### src/rtl/tagmem_pkg.sv
package tagmem_pkg;

    typedef enum logic {
        ST_IDLE,
        ST_BUSY
    } fsm_t;

    typedef enum logic [2:0] {
        RG_OTP,
        RG_CNT,
        RG_EEP,
        RG_SYS,
        RG_NONE
    } region_t;

    function automatic region_t region_of(input int a, input int otp_last,
                                          input int cnt_last, input int nblk,
                                          input int sys_addr);
        if (a <= otp_last)      return RG_OTP;
        else if (a <= cnt_last) return RG_CNT;
        else if (a < nblk)      return RG_EEP;
        else if (a == sys_addr) return RG_SYS;
        else                    return RG_NONE;
    endfunction

endpackage

### src/rtl/tagmem_rule.sv
module tagmem_rule
    import tagmem_pkg::*;
#(
    parameter int DW   = 32,
    parameter int ID_W = 8
) (
    input  region_t          rg,
    input  logic [DW-1:0]    old_w,
    input  logic [DW-1:0]    wdata,
    input  logic             erase_mode,
    input  logic             locked,
    output logic             allow,
    output logic [DW-1:0]    new_w
);

    always_comb begin
        allow = 1'b0;
        new_w = old_w;
        unique case (rg)
            RG_OTP: begin
                if (erase_mode) begin
                    allow = !locked;
                    new_w = wdata;
                end else begin
                    allow = !locked && (old_w != '0);
                    new_w = old_w & wdata;
                end
            end
            RG_CNT: begin
                allow = !locked && (wdata < old_w);
                new_w = wdata;
            end
            RG_EEP: begin
                allow = !locked;
                new_w = wdata;
            end
            RG_SYS: begin
                allow = 1'b1;
                new_w = {old_w[DW-1:ID_W] & wdata[DW-1:ID_W], old_w[ID_W-1:0]};
            end
            default: begin
                allow = 1'b0;
            end
        endcase
    end

endmodule

### src/rtl/tagmem_store.sv
module tagmem_store #(
    parameter int             DW        = 32,
    parameter int             NBLK      = 16,
    parameter int             CNT_FIRST = 5,
    parameter int             ID_W      = 8,
    parameter logic [ID_W-1:0] CHIP_ID  = 8'h5A,
    localparam int            IW        = $clog2(NBLK)
) (
    input  logic             clk,
    input  logic             rst_n,
    input  logic             wr_en,
    input  logic             wr_sys,
    input  logic [IW-1:0]    wr_idx,
    input  logic [DW-1:0]    wr_val,
    output logic [DW-1:0]    blk_q [NBLK],
    output logic [DW-1:0]    sys_q
);

    logic [NBLK-1:0][DW-1:0] mem_q;

    function automatic logic [DW-1:0] reset_word(input int i);
        if (i == CNT_FIRST) return {{(DW-1){1'b1}}, 1'b0};
        return '1;
    endfunction

    always_ff @(posedge clk or negedge rst_n) begin
        if (!rst_n) begin
            for (int i = 0; i < NBLK; i++) mem_q[i] <= reset_word(i);
        end else if (wr_en && !wr_sys) begin
            mem_q[wr_idx] <= wr_val;
        end
    end

    always_ff @(posedge clk or negedge rst_n) begin
        if (!rst_n)               sys_q <= {{(DW-ID_W){1'b1}}, CHIP_ID};
        else if (wr_en && wr_sys) sys_q <= wr_val;
    end

    for (genvar g = 0; g < NBLK; g++) begin : g_out
        assign blk_q[g] = mem_q[g];
    end

endmodule

### src/rtl/tagmem_write_ctrl.sv
module tagmem_write_ctrl
    import tagmem_pkg::*;
#(
    parameter int             DW          = 32,
    parameter int             AW          = 8,
    parameter int             NBLK        = 16,
    parameter int             OTP_LAST    = 4,
    parameter int             CNT_FIRST   = 5,
    parameter int             CNT_LAST    = 6,
    parameter int             SYS_ADDR    = 255,
    parameter int             ID_W        = 8,
    parameter int             LOCK_LSB    = 16,
    parameter int             RELOAD_LSB  = 21,
    parameter int             PROG_CYCLES = 8,
    parameter logic [ID_W-1:0] CHIP_ID    = 8'h5A
) (
    input  logic          clk,
    input  logic          rst_n,
    input  logic          req_valid,
    input  logic          req_write,
    input  logic [AW-1:0] req_addr,
    input  logic [DW-1:0] req_data,
    input  logic          select_evt,
    input  logic          abort,
    output logic          rd_valid,
    output logic [DW-1:0] rd_data,
    output logic          wr_accept,
    output logic          busy
);

    localparam int IW = $clog2(NBLK);
    localparam int CW = $clog2(PROG_CYCLES + 1);

    fsm_t            state_q, state_nx;
    logic [DW-1:0]   blk_q [NBLK];
    logic [DW-1:0]   sys_q;
    region_t         rg;
    logic [IW-1:0]   idx;
    logic [DW-1:0]   old_w, new_w;
    logic            locked, allow, take, take_rd, take_wr, commit;
    logic [CW-1:0]   cnt_q;
    logic [DW-1:0]   pend_val;
    logic [IW-1:0]   pend_idx;
    logic            pend_sys;
    logic            erase_q;
    logic [NBLK-1:0] act_lock;
    logic [DW-1:0]   cnt_lo_q, cnt_hi_q;
    logic            reload_hit;

    // Request decode
    always_comb begin
        rg     = region_of(int'(req_addr), OTP_LAST, CNT_LAST, NBLK, SYS_ADDR);
        idx    = req_addr[IW-1:0];
        old_w  = (rg == RG_SYS) ? sys_q : blk_q[idx];
        locked = (rg inside {RG_OTP, RG_CNT, RG_EEP}) && !act_lock[idx];
    end

    tagmem_rule #(.DW(DW), .ID_W(ID_W)) u_rule (
        .rg         (rg),
        .old_w      (old_w),
        .wdata      (req_data),
        .erase_mode (erase_q),
        .locked     (locked),
        .allow      (allow),
        .new_w      (new_w)
    );

    assign take    = req_valid && (state_q == ST_IDLE);
    assign take_rd = take && !req_write && (rg != RG_NONE);
    assign take_wr = take && req_write && allow;
    assign commit  = (state_q == ST_BUSY) && !abort && (cnt_q == '0);
    assign reload_hit = commit && !pend_sys && (int'(pend_idx) == CNT_LAST) &&
                        (blk_q[pend_idx][DW-1:RELOAD_LSB] != pend_val[DW-1:RELOAD_LSB]);

    tagmem_store #(
        .DW(DW), .NBLK(NBLK), .CNT_FIRST(CNT_FIRST), .ID_W(ID_W), .CHIP_ID(CHIP_ID)
    ) u_store (
        .clk    (clk),
        .rst_n  (rst_n),
        .wr_en  (commit),
        .wr_sys (pend_sys),
        .wr_idx (pend_idx),
        .wr_val (pend_val),
        .blk_q  (blk_q),
        .sys_q  (sys_q)
    );

    // State register
    always_ff @(posedge clk or negedge rst_n) begin
        if (!rst_n) state_q <= ST_IDLE;
        else        state_q <= state_nx;
    end

    // Next state
    always_comb begin
        state_nx = state_q;
        unique case (state_q)
            ST_IDLE: if (take_wr) state_nx = ST_BUSY;
            ST_BUSY: if (abort || cnt_q == '0) state_nx = ST_IDLE;
            default: state_nx = ST_IDLE;
        endcase
    end

    // Outputs and datapath
    always_ff @(posedge clk or negedge rst_n) begin
        if (!rst_n) begin
            rd_valid  <= 1'b0;
            rd_data   <= '0;
            wr_accept <= 1'b0;
            cnt_q     <= '0;
            pend_val  <= '0;
            pend_idx  <= '0;
            pend_sys  <= 1'b0;
            erase_q   <= 1'b0;
            act_lock  <= '1;
        end else begin
            rd_valid  <= take_rd;
            wr_accept <= take_wr;
            if (take_rd) rd_data <= old_w;
            if (take_wr) begin
                pend_val <= new_w;
                pend_idx <= idx;
                pend_sys <= (rg == RG_SYS);
                cnt_q    <= CW'(PROG_CYCLES - 1);
            end else if (state_q == ST_BUSY && cnt_q != '0) begin
                cnt_q <= cnt_q - CW'(1);
            end
            if (select_evt)      erase_q <= 1'b0;
            else if (reload_hit) erase_q <= 1'b1;
            if (select_evt) act_lock <= sys_q[LOCK_LSB +: NBLK];
        end
    end

    assign busy     = (state_q == ST_BUSY);
    assign cnt_lo_q = blk_q[CNT_FIRST];
    assign cnt_hi_q = blk_q[CNT_LAST];

endmodule

### config.mk
export PLATFORM = sky130hd
export DESIGN_NAME = tagmem_write_ctrl
export DESIGN_NICKNAME = d
export VERILOG_FILES = /design/src/rtl/tagmem_pkg.sv /design/src/rtl/tagmem_rule.sv /design/src/rtl/tagmem_store.sv /design/src/rtl/tagmem_write_ctrl.sv
export SDC_FILE = /design/constraint.sdc
export NUM_CORES = 1
export LEC_CHECK = 0
export BUFFER_PORTS_ARGS = -buffer_cell sky130_fd_sc_hd__buf_4
export CAP_MARGIN = 20
export CORE_MARGIN = 2
export CORE_UTILIZATION = 46
export DETAILED_ROUTE_END_ITERATION = 16
export PLACE_DENSITY = 0.73
export RECOVER_POWER = 100
export SLEW_MARGIN = 5
export SYNTH_ARGS = -nofsm -noshare
export SYNTH_HDL_FRONTEND = slang
export SYNTH_HIERARCHICAL = 1
export SYNTH_SLANG_ARGS = --single-unit
export TNS_END_PERCENT = 1
### constraint.sdc
create_clock -name clk -period 3.7 [get_ports clk]
set_input_delay 0.74 -clock clk [delete_from_list [all_inputs] [get_ports clk]]
set_output_delay 0.74 -clock clk [all_outputs]
set_load 0.02 [all_outputs]
# == Yosys cells after proc, flatten, opt, wreduce, memory -nomap -nowiden ==
# Index checks and enable logic that the tools add are counted.
# word_totals
reg_bits,637
output_inout_bits,35
wordCells,106
in_bits,46
# classes
n_eq_ne,7
n_bitwise,5
order_cmp,9
addsub,1
n_mux,27
reduce_logical,30
# op_table
cell,count
$bwmux W512,1
$bmux W32 S4,2
$mux W32,7
$demux W32 S4,1
$pmux W32 S3,1
$and A32 B32 Y32,1
$lt A32 B32 Y1,1
$reduce_bool A32 Y1,1
$and A24 B24 Y24,1
$le A8 B3 Y1 const B,2
$logic_and A1 B1 Y1,16
$mux W3,4
$ne A11 B11 Y1,1
$ge A5 B5 Y1 const B,2
$lt A4 B5 Y1 const B,2
$not A4 Y5,2
$eq A8 B1 Y1 const B,1
$lt A8 B5 Y1 const B,1
$mux W4,2
$eq A3 B2 Y1 const B,2
$mux W1,6
$logic_not A1 Y1,5
$bmux W1 S4,1
$eq A4 B4 Y1 const B,1
14 further kinds,15

# == Longest topological paths before layout ==
# Gate-level depths: netlist of run 1.
# depth
depth_word,15
depth_mapped,21
depth_no_buf,16

# == Modules after synthesis ==
# The synthesis of run 1 kept the hierarchy.
# by_module_without_submodules
mod,area_per_inst_um2,seq_area_each_um2,instances,cells_per_inst
tagmem_store,21205.3,14287.5,1,1200
tagmem_write_ctrl,9663.0,2347.3,1,857
tagmem_rule,1791.7,0.0,1,236

# == Least setup slack after synthesis of run 1 ==
# Ideal clock, no wire load.
# synth_timing
path_kind,input to register
startpoint,input req_addr[0]
endpoint,register cnt_q[1]
setup_ns,0.145
t_required_ns,3.555
cell_stages,17
path_buffers,5
arrival_ns,4.113
path_slack_ns,-0.558
cell_sequence,buf_6 -> buf_2 -> buf_2 -> mux4_2 -> o22ai_1 -> a211oi_1 -> a21o_1 -> inv_1 -> ha_1 -> nand4_1 -> nor4_1 -> o311a_1 -> o31ai_2 -> nand3_1 -> clkbuf_1 -> buf_1 -> o211ai_1
# synth_via
word_cells_on_any_way,32
classes_between,order compare: 4; eq/ne: 4; mux: 13; bitwise: 1; reduce/logical: 10
# synth_lines
element,line_no,rtl
"start, declared",tagmem_write_ctrl.sv:21,"input logic [AW-1:0] req_addr,"
"parallel branches: the longest is 6 deep, another holds $lt A8 B5 Y1",n/a,
$mux W32 *,tagmem_write_ctrl.sv:54,old_w = (rg == RG_SYS) ? sys_q : blk_q[idx];
net old_w[27],tagmem_write_ctrl.sv:39,"logic [DW-1:0] old_w, new_w;"
"parallel branches: the longest is 3 deep, another holds $lt A32 B32 Y1",n/a,
$pmux W1 S4 *,tagmem_rule.sv:19,unique case (rg)
net allow,tagmem_write_ctrl.sv:40,"logic locked, allow, take, take_rd, take_wr, commit;"
$logic_and A1 B1 Y1 *,tagmem_write_ctrl.sv:70,assign take_wr = take && req_write && allow;
$mux W4 or $reduce_bool A2 Y1 (tied branches),n/a,
"end signal, assigned",tagmem_write_ctrl.sv:124,cnt_q <= CW'(PROG_CYCLES - 1);
"end signal, assigned",tagmem_write_ctrl.sv:126,cnt_q <= cnt_q - CW'(1);
"end, declared",tagmem_write_ctrl.sv:41,logic [CW-1:0] cnt_q;
# Mark *: on every way through the listed nets, which the timed path passes. The select of a mux whose other input is x is not followed.
# A chain may end at the register's enable or synchronous reset.

# == Worst setup path after layout of run 1 ==
# layout_timing
startpoint,input req_addr[1]
endpoint,register pend_val[1]
# layout_via
word_cells_on_any_way,34
classes_between,order compare: 4; eq/ne: 4; mux: 14; bitwise: 2; reduce/logical: 10
# layout_lines
element,line_no,rtl
"parallel branches: the longest is 6 deep, another holds $lt A8 B5 Y1",n/a,
$mux W32 *,tagmem_write_ctrl.sv:54,
net old_w[31],tagmem_write_ctrl.sv:39,
"parallel branches: the longest is 3 deep, another holds $lt A32 B32 Y1",n/a,
$pmux W1 S4 *,tagmem_rule.sv:19,
net allow,tagmem_write_ctrl.sv:40,
$logic_and A1 B1 Y1 *,tagmem_write_ctrl.sv:70,
"end signal, assigned",tagmem_write_ctrl.sv:121,pend_val <= new_w;
"end, declared",tagmem_write_ctrl.sv:42,logic [DW-1:0] pend_val;
# Marked as above.

==> flow_metrics.env, run 1 <==
export IMPL_power_per_cell_area_nw_per_um2=414
export IMPL_holdCritPathClass="primary input to register"
export IMPL_synthCells=2293
export IMPL_clk_pin_slew_worst_paths_ns=0.06
export IMPL_grt_overflow=0
export IMPL_clkSinkCount=637
export IMPL_netlist_top_cells_area="dfstp_2 45%, mux2_2 20%, mux4_2 8.2%"
export IMPL_rsz0062_at_grt="yes"
export IMPL_critPathLaunchType="primary input"
export IMPL_fin_crit_sh_pct=99.9
export IMPL_yosysTopAreaCell="dfstp_2"
export IMPL_synth_seq_cells=637
export IMPL_finalClockSkew_ns=0.0294
export IMPL_grt_max_degree=92
export IMPL_syn_area_um2=32700
export IMPL_p_seq_share_pct=45.8
export IMPL_boundaryPins=81
export IMPL_io_buffers=80
export IMPL_drcViolationCount=0
export IMPL_vdd_ir_drop_max_mv=0.341
export IMPL_holdPathStages=5
export IMPL_end_kind="register"
export IMPL_ant_nets=0
export IMPL_yosys_top_cells_count="566 x mux2_2, 555 x dfstp_2, 166 x nand2_1"
export IMPL_pwr_share_comb_pct=9.7
export IMPL_worstSkewPairLatency_ns=0.63
export IMPL_die_x_um=270
export IMPL_critPathTopFamily="buffers and inverters"
export IMPL_rows=97
export IMPL_power_w=0.0161
export IMPL_crit_buf_inv=8
export IMPL_maxCapViolations=1
export IMPL_crit_path_start="req_addr[1]"
export IMPL_area_growth_pct=18.9
export IMPL_p_sw_w=0.00406
export IMPL_finalNetCount=2620
export IMPL_hold_viol_final=0
export IMPL_ff2ff_path_depth=15
export IMPL_switching_share_pct=25.2
export IMPL_max_stage_delay_ns=0.33
export IMPL_setup_viol=0
export IMPL_status="complete, but fails checks"
export IMPL_dp_hpwl_um=58800
export IMPL_max_freq_mhz=270
export IMPL_grt_pass1_vias=22500
export IMPL_rr_startpoint="u_store/blk_q[341]"
export IMPL_antenna_found_initial=0
export IMPL_gp_congestion=0.878
export IMPL_yosysWarnings=6
export IMPL_post_drt_wl_per_cell_um=26.5
export IMPL_tightest_slew_ns=2.57
export IMPL_synth_top_area_share_pct=44.7
export IMPL_synth_edff_count=0
export IMPL_crit_fanout=11
export IMPL_worst_path_stages=21
export IMPL_grt_pass1_wl_um=139000
export IMPL_maxSlewViolCount=90
export IMPL_dr_first_iter_drc_count=1861
export IMPL_syn_area_per_cell_um2=14.2
export IMPL_synthArstFlopShare_pct=100
export IMPL_drive_gt1_share_pct=68.7
export IMPL_critPathArrivalTime_ns=4.24
export IMPL_h_tree_depth=3
export IMPL_p_leak_nw=16.8
export IMPL_start_util_pct=46.6
export IMPL_worst_hold_slack_ns=0.480
export IMPL_p_int_w=0.0120
export IMPL_p_clk_share_pct=44.5
export IMPL_cts_made_buffers=69
export IMPL_slowest_stage="mux4_2"
export IMPL_ys_types=65
export IMPL_core_area_um2=70100
export IMPL_track_usage_pct=24.8
export IMPL_holdCritStartpoint="req_data[9]"
export IMPL_dieArea_um2=73100
export IMPL_path_cells="buf_8 > buf_8 > buf_4 > buf_4 > mux4_2 > o22ai_1 > a211oi_2 > buf_4 > a21o_1 > inv_1 > ha_1 > nand4_1 > nor3_1 > nand2_1 > o2111ai_2 > o31ai_4 > nand3_4 > inv_8 > clkbuf_16 > nand2_1 > nand2_1"
export IMPL_drt_wl_total_um=92900
export IMPL_synth_most_common_cell="mux2_2"
export IMPL_fp_dieH_um=270
export IMPL_synthesis_nets=2402
export IMPL_routed_via_density=6.09
export IMPL_cts_tree="yes"
export IMPL_drt_first_pass_iters=6
export IMPL_crit_required_ns=4.25
export IMPL_synth_seq_area_share_pct=50.9
export IMPL_crit_type="primary input to register"
export IMPL_via_count=21400
export IMPL_timing_final_crit_period_ns=3.70
export IMPL_synthFlopType="dfstp_2"
export IMPL_clock_tree_root_cell="clkbuf_16"
export IMPL_clock_path_buffers=3
export IMPL_violations="max-capacitance violations, max-slew violations"
export IMPL_slew_headroom_pct=-71.4
[cell usage in the layout (no fill, tap or decap), types with 7 or more instances in the layout]
cell type  netlist  final
buf_6           12      7
dfstp_2        555    555
clkbuf_16        0     84
a21oi_1         16     14
buf_8            1      7
a211oi_1        25     11
buf_4           14    220
nand4_1          9      9
buf_12           3     27
xnor2_1          8      8
nand2_2          0     12
o21ai_0         15      9
nor2b_1         14     12
mux2_4          30     35
dfrtp_1         82     80
nor2_1          15     12
mux2_2         566    561
a21o_1          25     25
mux4_2         119    121
clkinv_2         0     11
mux2i_1        119    118
clkbuf_8         0     17
o221ai_1        54     34
buf_16           0      8
a222oi_1        31     31
a211oi_2         0     14
ha_1            63     58
nor4_1          15     11
o22ai_1         26     24
o221ai_2         0     19
nand2_1        166    154
clkbuf_1        76     55
inv_1           70     67
[kinds of logic (layout without fill, tap and decap cells)]
group	Yosys count	count (layout)	share of synthesized area (%)
other	0	3	0
adder cells (fa/ha/maj)	63	63	2.41
XOR/XNOR	12	12	0.322
AO/OA/AOI/OAI	225	225	5.37
AND/OR/NAND/NOR	258	258	3.76
flip-flops	637	637	50.9
buffers and inverters	252	525	3.76
multiplexers	846	846	33.4
[worst paths after layout]
kind | end | slack (ns)
setup / recovery | pend_val[1] | 0.002
min in group asynchronous | pend_val[21] | 0.90
hold reg to reg | rd_data[23] | 0.50
setup reg to reg | pend_val[1] | 0.01
max in group asynchronous | u_store/sys_q[5] | 0.49
hold / removal | pend_val[9] | 0.48
[layout make-up]
class | count | area, um^2
repair buffers | 327 | 3040
repair inverters | 1 | 6.26
inverters | 71 | 274
well taps | 940 | 1180
fillers | 5502 | 31300
diodes | 3 | 7.51
clock buffers | 106 | 2140
multi-input cells | 1404 | 15300
clock inverters | 20 | 235
flip-flops and latches | 637 | 16600
[flip-flops by register name, indices dropped and copies added (netlist names)]
register and flops:
pend_idx 4, wr_accept 1, act_lock 16, u_store/blk_q 512
pend_val 32, rd_valid 1, erase_q 1, pend_sys 1
busy 1, cnt_q 4, u_store/sys_q 32, rd_data 32
[power by group through the flow]
stage	clock network [W]	registers, W	logic, W
after CTS	0.00727	0.00736	0.00150
after detailed placement	0	0.00746	0.00147
after global routing	0.00756	0.00738	0.00166
final	0.00716	0.00736	0.00156
after floorplan	0	0.00731	0.000844
after global placement	0	0.00745	0.00143
[tightest hold or removal path, stage by stage]
cell and delay [ns]:
buf_4 0.11, a222oi_1 0.07, inv_1 0.06, nand2_1 0.05, nand2_1 0.05
[repair_timing]
| item | 4_1_cts | 5_1_grt |
|---|---|---|
| pin swaps | 3 | 24 |
| gates resized for setup | 27 | 89 |
| hold buffers | 0 | 0 |
| gates cloned | 3 | 11 |
| setup buffers | 1 | 8 |
| setup endpoints to repair | 43 | 43 |
[metal layers]
layer	vias to the layer above	routed length (um)	track usage, %
li1	9013	-	-
met1	11300	39200	33.7
met2	870	43300	39.6
met3	224	6940	4.81
met4	0	3500	9.55
met5	-	0	0
[metrics by stage]
stage                     util, %  TNS, ns  cells  area (um^2)  setup slack, ns
final                        55.3        0   3509        38800          0.00195
after CTS                    54.6        0   3487        38300           0.0147
after detailed placement     50.9   -49.19   3357        35700            -1.19
after global routing         55.3    -2.12   3506        38800          -0.0730
after global placement       50.9   -47.62   3356        35700            -1.15
after floorplan                 -    -8.97   2293        32800           -0.265
Note: power is estimated with default switching activity, not from simulation.
==> inputs of run 2 (changes only) <==
--- a/config.mk
+++ b/config.mk
@@ -11,7 +11,6 @@
 export CORE_UTILIZATION = 46
 export DETAILED_ROUTE_END_ITERATION = 16
 export PLACE_DENSITY = 0.73
-export RECOVER_POWER = 100
 export SLEW_MARGIN = 5
 export SYNTH_ARGS = -nofsm -noshare
 export SYNTH_HDL_FRONTEND = slang
==> flow_metrics.env, run 2 (synthesis results as in run 1) <==
export IMPL_routed_via_density=6.09
export IMPL_drt_first_pass_iters=6
export IMPL_rows=97
export IMPL_via_count=21400
export IMPL_clock_tree_root_cell="clkbuf_16"
export IMPL_setup_viol=0
export IMPL_max_freq_mhz=271
export IMPL_fin_crit_sh_pct=99.6
export IMPL_hold_viol_final=0
export IMPL_fp_dieH_um=270
export IMPL_maxSlewViolCount=0
export IMPL_worstSkewPairLatency_ns=0.62
export IMPL_tightest_slew_ns=1.07
export IMPL_ff2ff_path_depth=15
export IMPL_switching_share_pct=25.2
export IMPL_r2r_end="pend_val[1]"
export IMPL_gp_congestion=0.878
export IMPL_io_buffers=80
export IMPL_dp_hpwl_um=58800
export IMPL_area_growth_pct=19.5
export IMPL_fill_cells=5463
export IMPL_p_int_w=0.0121
export IMPL_crit_required_ns=4.24
export IMPL_drt_met1_wl_um=39000
export IMPL_p_seq_share_pct=45.7
export IMPL_track_usage_pct=24.8
export IMPL_rrSetupSlack_ns=0.02
export IMPL_drcViolationCount=0
export IMPL_cts_tree="yes"
export IMPL_cts_made_buffers=69
export IMPL_critPathLaunchType="primary input"
export IMPL_finalClockSkew_ns=0.0262
export IMPL_antenna_found_initial=0
export IMPL_drt_wl_total_um=92700
export IMPL_post_drt_wl_per_cell_um=26.4
export IMPL_pwr_share_comb_pct=9.9
export IMPL_maxCapViolations=0
export IMPL_p_leak_nw=17.0
export IMPL_dpl_instance_area_um2=35700
export IMPL_end_kind="register"
export IMPL_place_ws_ns=-1.19
export IMPL_p_clk_share_pct=44.4
export IMPL_holdBufCountCts=0
export IMPL_clk_pin_slew_worst_paths_ns=0.06
export IMPL_rsz0062_at_grt="yes"
export IMPL_grt_pass1_wl_um=139000
export IMPL_slew_headroom_pct=28.2
export IMPL_dieArea_um2=73100
export IMPL_grt_pass1_vias=22500
export IMPL_wl_met3_um=6940
export IMPL_crit_path_start="req_addr[0]"
export IMPL_clock_path_buffers=3
export IMPL_boundaryPins=81
export IMPL_final_area_um2=39000
export IMPL_final_cell_mix="561 x mux2_2, 555 x dfstp_2, 263 x buf_4"
export IMPL_layout_setup_ws_ns=0.0143
export IMPL_dr_first_iter_drc_count=2000
export IMPL_clkSinkCount=637
export IMPL_start_util_pct=46.6
export IMPL_p_sw_w=0.00406
export IMPL_status="finished, final reports clean"
export IMPL_timing_final_crit_period_ns=3.69
export IMPL_h_tree_depth=3
export IMPL_drive_gt1_share_pct=70.3
export IMPL_critPathArrivalTime_ns=4.23
export IMPL_vdd_ir_drop_max_mv=0.342
export IMPL_holdCritPathClass="primary input to asynchronous set/reset pin"
export IMPL_grt_overflow=0
export IMPL_crit_type="primary input to register"
export IMPL_grt_max_degree=92
export IMPL_die_x_um=270
export IMPL_rr_startpoint="u_store/blk_q[215]"
export IMPL_wl_met2_um=43100
export IMPL_finalNetCount=2620
export IMPL_crit_fanout=9
export IMPL_finalSetupTns_ns=0
export IMPL_ant_nets=0
export IMPL_final_common_cell="mux2_2"
export IMPL_largest_register_ffs=512
export IMPL_top_layer_used="met4"
export IMPL_core_area_um2=70100
export IMPL_power_per_cell_area_nw_per_um2=413
run 2: changes by cell type in the layout (fill, tap and decap cells not counted), sizes merged:
cell | before | now
buf | 269 | 317
clkbuf | 164 | 116
diode | 3 | 2
run 2: worst max-delay path, stage by stage:
cell       delay (ns)
clkbuf_16        0.14
buf_16           0.13
mux4_1           0.56
mux4_2           0.58
mux2_2           0.32
inv_1            0.06
ha_1             0.24
nand4_1          0.15
nor4_4           0.07
buf_4            0.15
o21a_1           0.13
o31ai_4          0.29
nand3_4          0.22
inv_8            0.18
clkbuf_16        0.17
nand2_1          0.06
nand2_1          0.05
run 2: repair_timing:
item	4_1_cts	5_1_grt
pin swaps	3	24
gates resized for setup	27	89
hold endpoints to repair	0	0
cloned	3	11
buffers inserted	1	8
setup endpoints to repair	43	43
run 2: power by group through the flow:
| stage | Clock, W | Combinational [W] | Sequential, W |
|---|---|---|---|
| 3_3_place_gp | 0 | 0.00143 | 0.00745 |
| 3_5_place_dp | 0 | 0.00147 | 0.00746 |
| 6_report | 0.00716 | 0.00159 | 0.00737 |
| 5_1_grt | 0.00756 | 0.00169 | 0.00738 |
| 2_1_floorplan | 0 | 0.000844 | 0.00731 |
| 4_1_cts | 0.00727 | 0.00150 | 0.00736 |
run 2: layout make-up:
class	count	area [um^2]	share of cell area, %
Clock inverter	20	235	0.603
Antenna cell	2	5.00	0.0128
Timing Repair inverter	1	6.26	0.0160
Clock buffer	106	2140	5.49
Inverter	71	274	0.702
Tap cell	940	1180	3.01
Sequential cell	637	16600	42.6
Multi-Input combinational cell	1404	15300	39.2
Timing Repair Buffer	327	3260	8.36
run 2: worst max-delay path by stage:
stage	slack (ns)	cells after the start	to
after floorplan	-0.27	20	pend_val[30]
after global placement	-1.15	21	pend_idx[3]
after detailed placement	-1.19	21	pend_idx[3]
after CTS	0.01	20	pend_idx[3]
after global routing	-0.07	18	pend_val[16]
final	0.01	17	pend_val[1]
run 2: metal layers:
layer	vias up	global-route usage, %
met5	-	0
met4	0	9.55
met3	228	4.81
met2	892	39.6
met1	11300	33.7
li1	8998	-
run 2: per-stage QoR:
step	hold slack, ns	power, W	instances	utilization (%)
2_1_floorplan	0.444	0.00815	2293	-
3_3_place_gp	0.489	0.00888	3356	50.9
3_5_place_dp	0.494	0.00892	3357	50.9
4_1_cts	0.186	0.0161	3487	54.6
5_1_grt	0.216	0.0166	3506	55.6
6_report	0.151	0.0161	3508	55.7
==> inputs of run 3 (changes only) <==
--- a/config.mk
+++ b/config.mk
@@ -5,12 +5,14 @@
 export SDC_FILE = /design/constraint.sdc
 export NUM_CORES = 1
 export LEC_CHECK = 0
+export ABC_AREA = 1
 export BUFFER_PORTS_ARGS = -buffer_cell sky130_fd_sc_hd__buf_4
-export CAP_MARGIN = 20
+export CELL_PAD_IN_SITES_DETAIL_PLACEMENT = 1
+export CELL_PAD_IN_SITES_GLOBAL_PLACEMENT = 1
 export CORE_MARGIN = 2
-export CORE_UTILIZATION = 46
+export CORE_UTILIZATION = 43
 export DETAILED_ROUTE_END_ITERATION = 16
-export PLACE_DENSITY = 0.73
+export PLACE_DENSITY = 0.86
 export SLEW_MARGIN = 5
 export SYNTH_ARGS = -nofsm -noshare
 export SYNTH_HDL_FRONTEND = slang
==> flow_metrics.env, run 3 <==
export IMPL_tightest_slew_ns=0.925
export IMPL_hold_viol_final=0
export IMPL_antenna_found_initial=1
export IMPL_timing_final_crit_period_ns=3.80
export IMPL_dpl_cell_count=5691
export IMPL_die_x_um=288
export IMPL_crit_path_frequent_cell="nand2_1"
export IMPL_stdcell_count=5828
export IMPL_p_sw_w=0.00644
export IMPL_max_stage_delay_ns=0.33
export IMPL_boundaryPins=81
export IMPL_layout_setup_ws_ns=-0.102
export IMPL_ff_latch_area_um2=16600
export IMPL_cts_made_buffers=70
export IMPL_cts_tree="yes"
export IMPL_clkSinkCount=637
export IMPL_grt_pass1_wl_um=226000
export IMPL_ff2ff_path_depth=22
export IMPL_maxCapViolations=0
export IMPL_drcViolationCount=0
export IMPL_fill_cells=9765
export IMPL_yosysWarnings=6
export IMPL_r2r_end="pend_val[8]"
export IMPL_final_common_cell="nand2_1"
export IMPL_clock_path_buffers=3
export IMPL_io_buffers=80
export IMPL_rrSetupSlack_ns=0.11
export IMPL_via_count=36500
export IMPL_grt_max_degree=97
export IMPL_synth_edff_count=0
export IMPL_final_core_util_pct=51.2
export IMPL_dp_hpwl_um=87400
export IMPL_dpl_instance_area_um2=38200
export IMPL_synth_most_common_cell="nand2_1"
export IMPL_synth_top_area_share_pct=42.0
export IMPL_syn_area_per_cell_um2=7.51
export IMPL_routed_via_density=6.25
export IMPL_slowest_stage="nor2_2"
export IMPL_finalNetCount=4827
export IMPL_gp_congestion=0.896
export IMPL_syn_area_um2=34700
export IMPL_place_ws_ns=-0.693
export IMPL_switching_share_pct=33.6
export IMPL_rr_startpoint="u_store/blk_q[221]"
export IMPL_max_freq_mhz=263
export IMPL_maxSlewViolCount=0
export IMPL_vdd_ir_drop_max_mv=0.317
export IMPL_synthCells=4625
export IMPL_final_area_um2=41100
export IMPL_antennaDiodeCount=0
export IMPL_fp_dieH_um=288
export IMPL_status="complete, but fails checks"
export IMPL_crit_buf_inv=9
export IMPL_crit_path_start="req_addr[1]"
export IMPL_area_growth_pct=18.3
export IMPL_power_per_cell_area_nw_per_um2=467
export IMPL_synthesis_nets=4734
export IMPL_drt_first_pass_iters=8
export IMPL_crit_required_ns=4.26
export IMPL_drive_gt1_share_pct=25.0
export IMPL_pwr_share_comb_pct=20.7
export IMPL_setup_viol=37
export IMPL_post_drt_wl_per_cell_um=26.1
export IMPL_ant_nets=0
export IMPL_h_tree_depth=3
export IMPL_slew_headroom_pct=38.3
export IMPL_grt_overflow=0
export IMPL_violations="negative setup slack"
export IMPL_p_seq_share_pct=40.4
export IMPL_rows=104
export IMPL_ys_types=42
export IMPL_power_w=0.0192
export IMPL_critPathArrivalTime_ns=4.37
export IMPL_synthFlopType="dfstp_2"
export IMPL_largest_register_ffs=512
export IMPL_yosysTopAreaCell="dfstp_2"
export IMPL_critPathLaunchType="primary input"
export IMPL_worst_path_stages=24
export IMPL_finalClockSkew_ns=0.0330
export IMPL_multiInputGateArea_um2=16000
export IMPL_crit_type="primary input to register"
export IMPL_end_kind="register"
export IMPL_critPathTopFamily="buffers and inverters"
export IMPL_path_cells="buf_6 > buf_4 > buf_4 > nor2_2 > inv_1 > buf_4 > o221ai_1 > nand2_1 > a31oi_1 > buf_4 > inv_1 > ha_1 > nand2_1 > o21ai_0 > nand2_1 > nand2_1 > a21oi_2 > nand4_1 > nand2_1 > nand3_4 > inv_8 > buf_12 > nand2_1 > nand2_1"
export IMPL_clock_tree_root_cell="clkbuf_16"
export IMPL_track_usage_pct=35.2
export IMPL_final_cell_mix="1527 x nand2_1, 708 x nand3_1, 555 x dfstp_2"
export IMPL_synthArstFlopShare_pct=100
export IMPL_clk_pin_slew_worst_paths_ns=0.06
export IMPL_p_clk_share_pct=39.0
export IMPL_netlist_top_cells_area="dfstp_2 42%, nand2_1 17%, nand3_1 10%"
export IMPL_synth_seq_cells=637
export IMPL_worstSkewPairLatency_ns=0.65
export IMPL_p_leak_nw=18.8
export IMPL_crit_fanout=18
export IMPL_dieArea_um2=83100
export IMPL_core_area_um2=80300
export IMPL_fin_crit_sh_pct=103
export IMPL_drt_wl_total_um=152000
export IMPL_synth_seq_area_share_pct=47.9
export IMPL_p_int_w=0.0127
export IMPL_dr_first_iter_drc_count=3774
export IMPL_start_util_pct=43.3
export IMPL_yosys_top_cells_count="1534 x nand2_1, 726 x nand3_1, 555 x dfstp_2"
export IMPL_grt_pass1_vias=38300
export IMPL_crit_end="pend_val[12]"
export IMPL_holdCritPathClass="primary input to asynchronous set/reset pin"
-- run 3: changes by cell type in the layout (fill, tap and decap cells not counted), moves of 86 or more --
cell and delta:
inv_1 +86, mux4_2 -121, o21ai_1 +160, nor2_1 +347, nand3_1 +703, mux2i_1 -114
o21ai_0 +197, mux2_2 -552, nand2_1 +1373, buf_4 +99
-- run 3: cells by family after synthesis --
kind of cell	after synthesis	synth area share (%)
compound gates	660	10.7
fa+ha+maj	63	2.27
buf+inv	582	6.88
flops	637	47.9
mux	13	0.407
simple gates	2670	31.8
-- run 3: worst min-delay path by stage --
| stage | start | to | depth (start not counted) |
|---|---|---|---|
| final | rst_n | pend_idx[0] | 1 |
| after global routing | rst_n | pend_val[16] | 1 |
| after CTS | rst_n | pend_val[16] | 1 |
| after detailed placement | u_store/blk_q[450] | u_store/blk_q[450] | 2 |
| after global placement | u_store/blk_q[210] | u_store/blk_q[210] | 2 |
| after floorplan | rst_n | busy | 0 |
-- run 3: metal layers --
layer	vias to the layer above	part of all wire, %	track usage, %
met2	2188	46	55.7
li1	15400	-	-
met1	18200	38	43.4
met4	2	7.4	23.7
met5	-	0.0053	0
met3	687	9.4	7.12
-- run 3: timing repair --
| item | 4_1_cts | 5_1_grt |
|---|---|---|
| resized for setup | 15 | 57 |
| endpoints found under the setup margin | 36 | 42 |
| cloned | 0 | 6 |
| pin swaps | 0 | 18 |
| buffers inserted | 0 | 9 |
| hold buffers | 0 | 0 |
-- run 3: power groups by stage --
stage | clock network, W | registers [W] | logic [W]
floorplan | 0 | 0.00755 | 0.00208
global placement | 0 | 0.00780 | 0.00355
detailed placement | 0 | 0.00781 | 0.00368
CTS | 0.00749 | 0.00772 | 0.00375
global route | 0.00778 | 0.00776 | 0.00417
finish | 0.00747 | 0.00774 | 0.00396
-- run 3: through the flow --
step | TNS (ns) | hold WS, ns
after floorplan | -1.21 | 0.437
after global placement | -18.08 | 0.448
after detailed placement | -26.22 | 0.452
after CTS | 0 | 0.220
after global routing | -5.06 | 0.243
final | -1.87 | 0.235
-- run 3: final cells by class --
class | count | share of cell area [%]
Clock inverter | 22 | 0.749
Timing Repair Buffer | 430 | 9.92
Inverter | 173 | 1.67
Sequential cell | 637 | 40.5
Tap cell | 1060 | 3.23
Clock buffer | 100 | 4.99
Multi-Input combinational cell | 3406 | 38.9
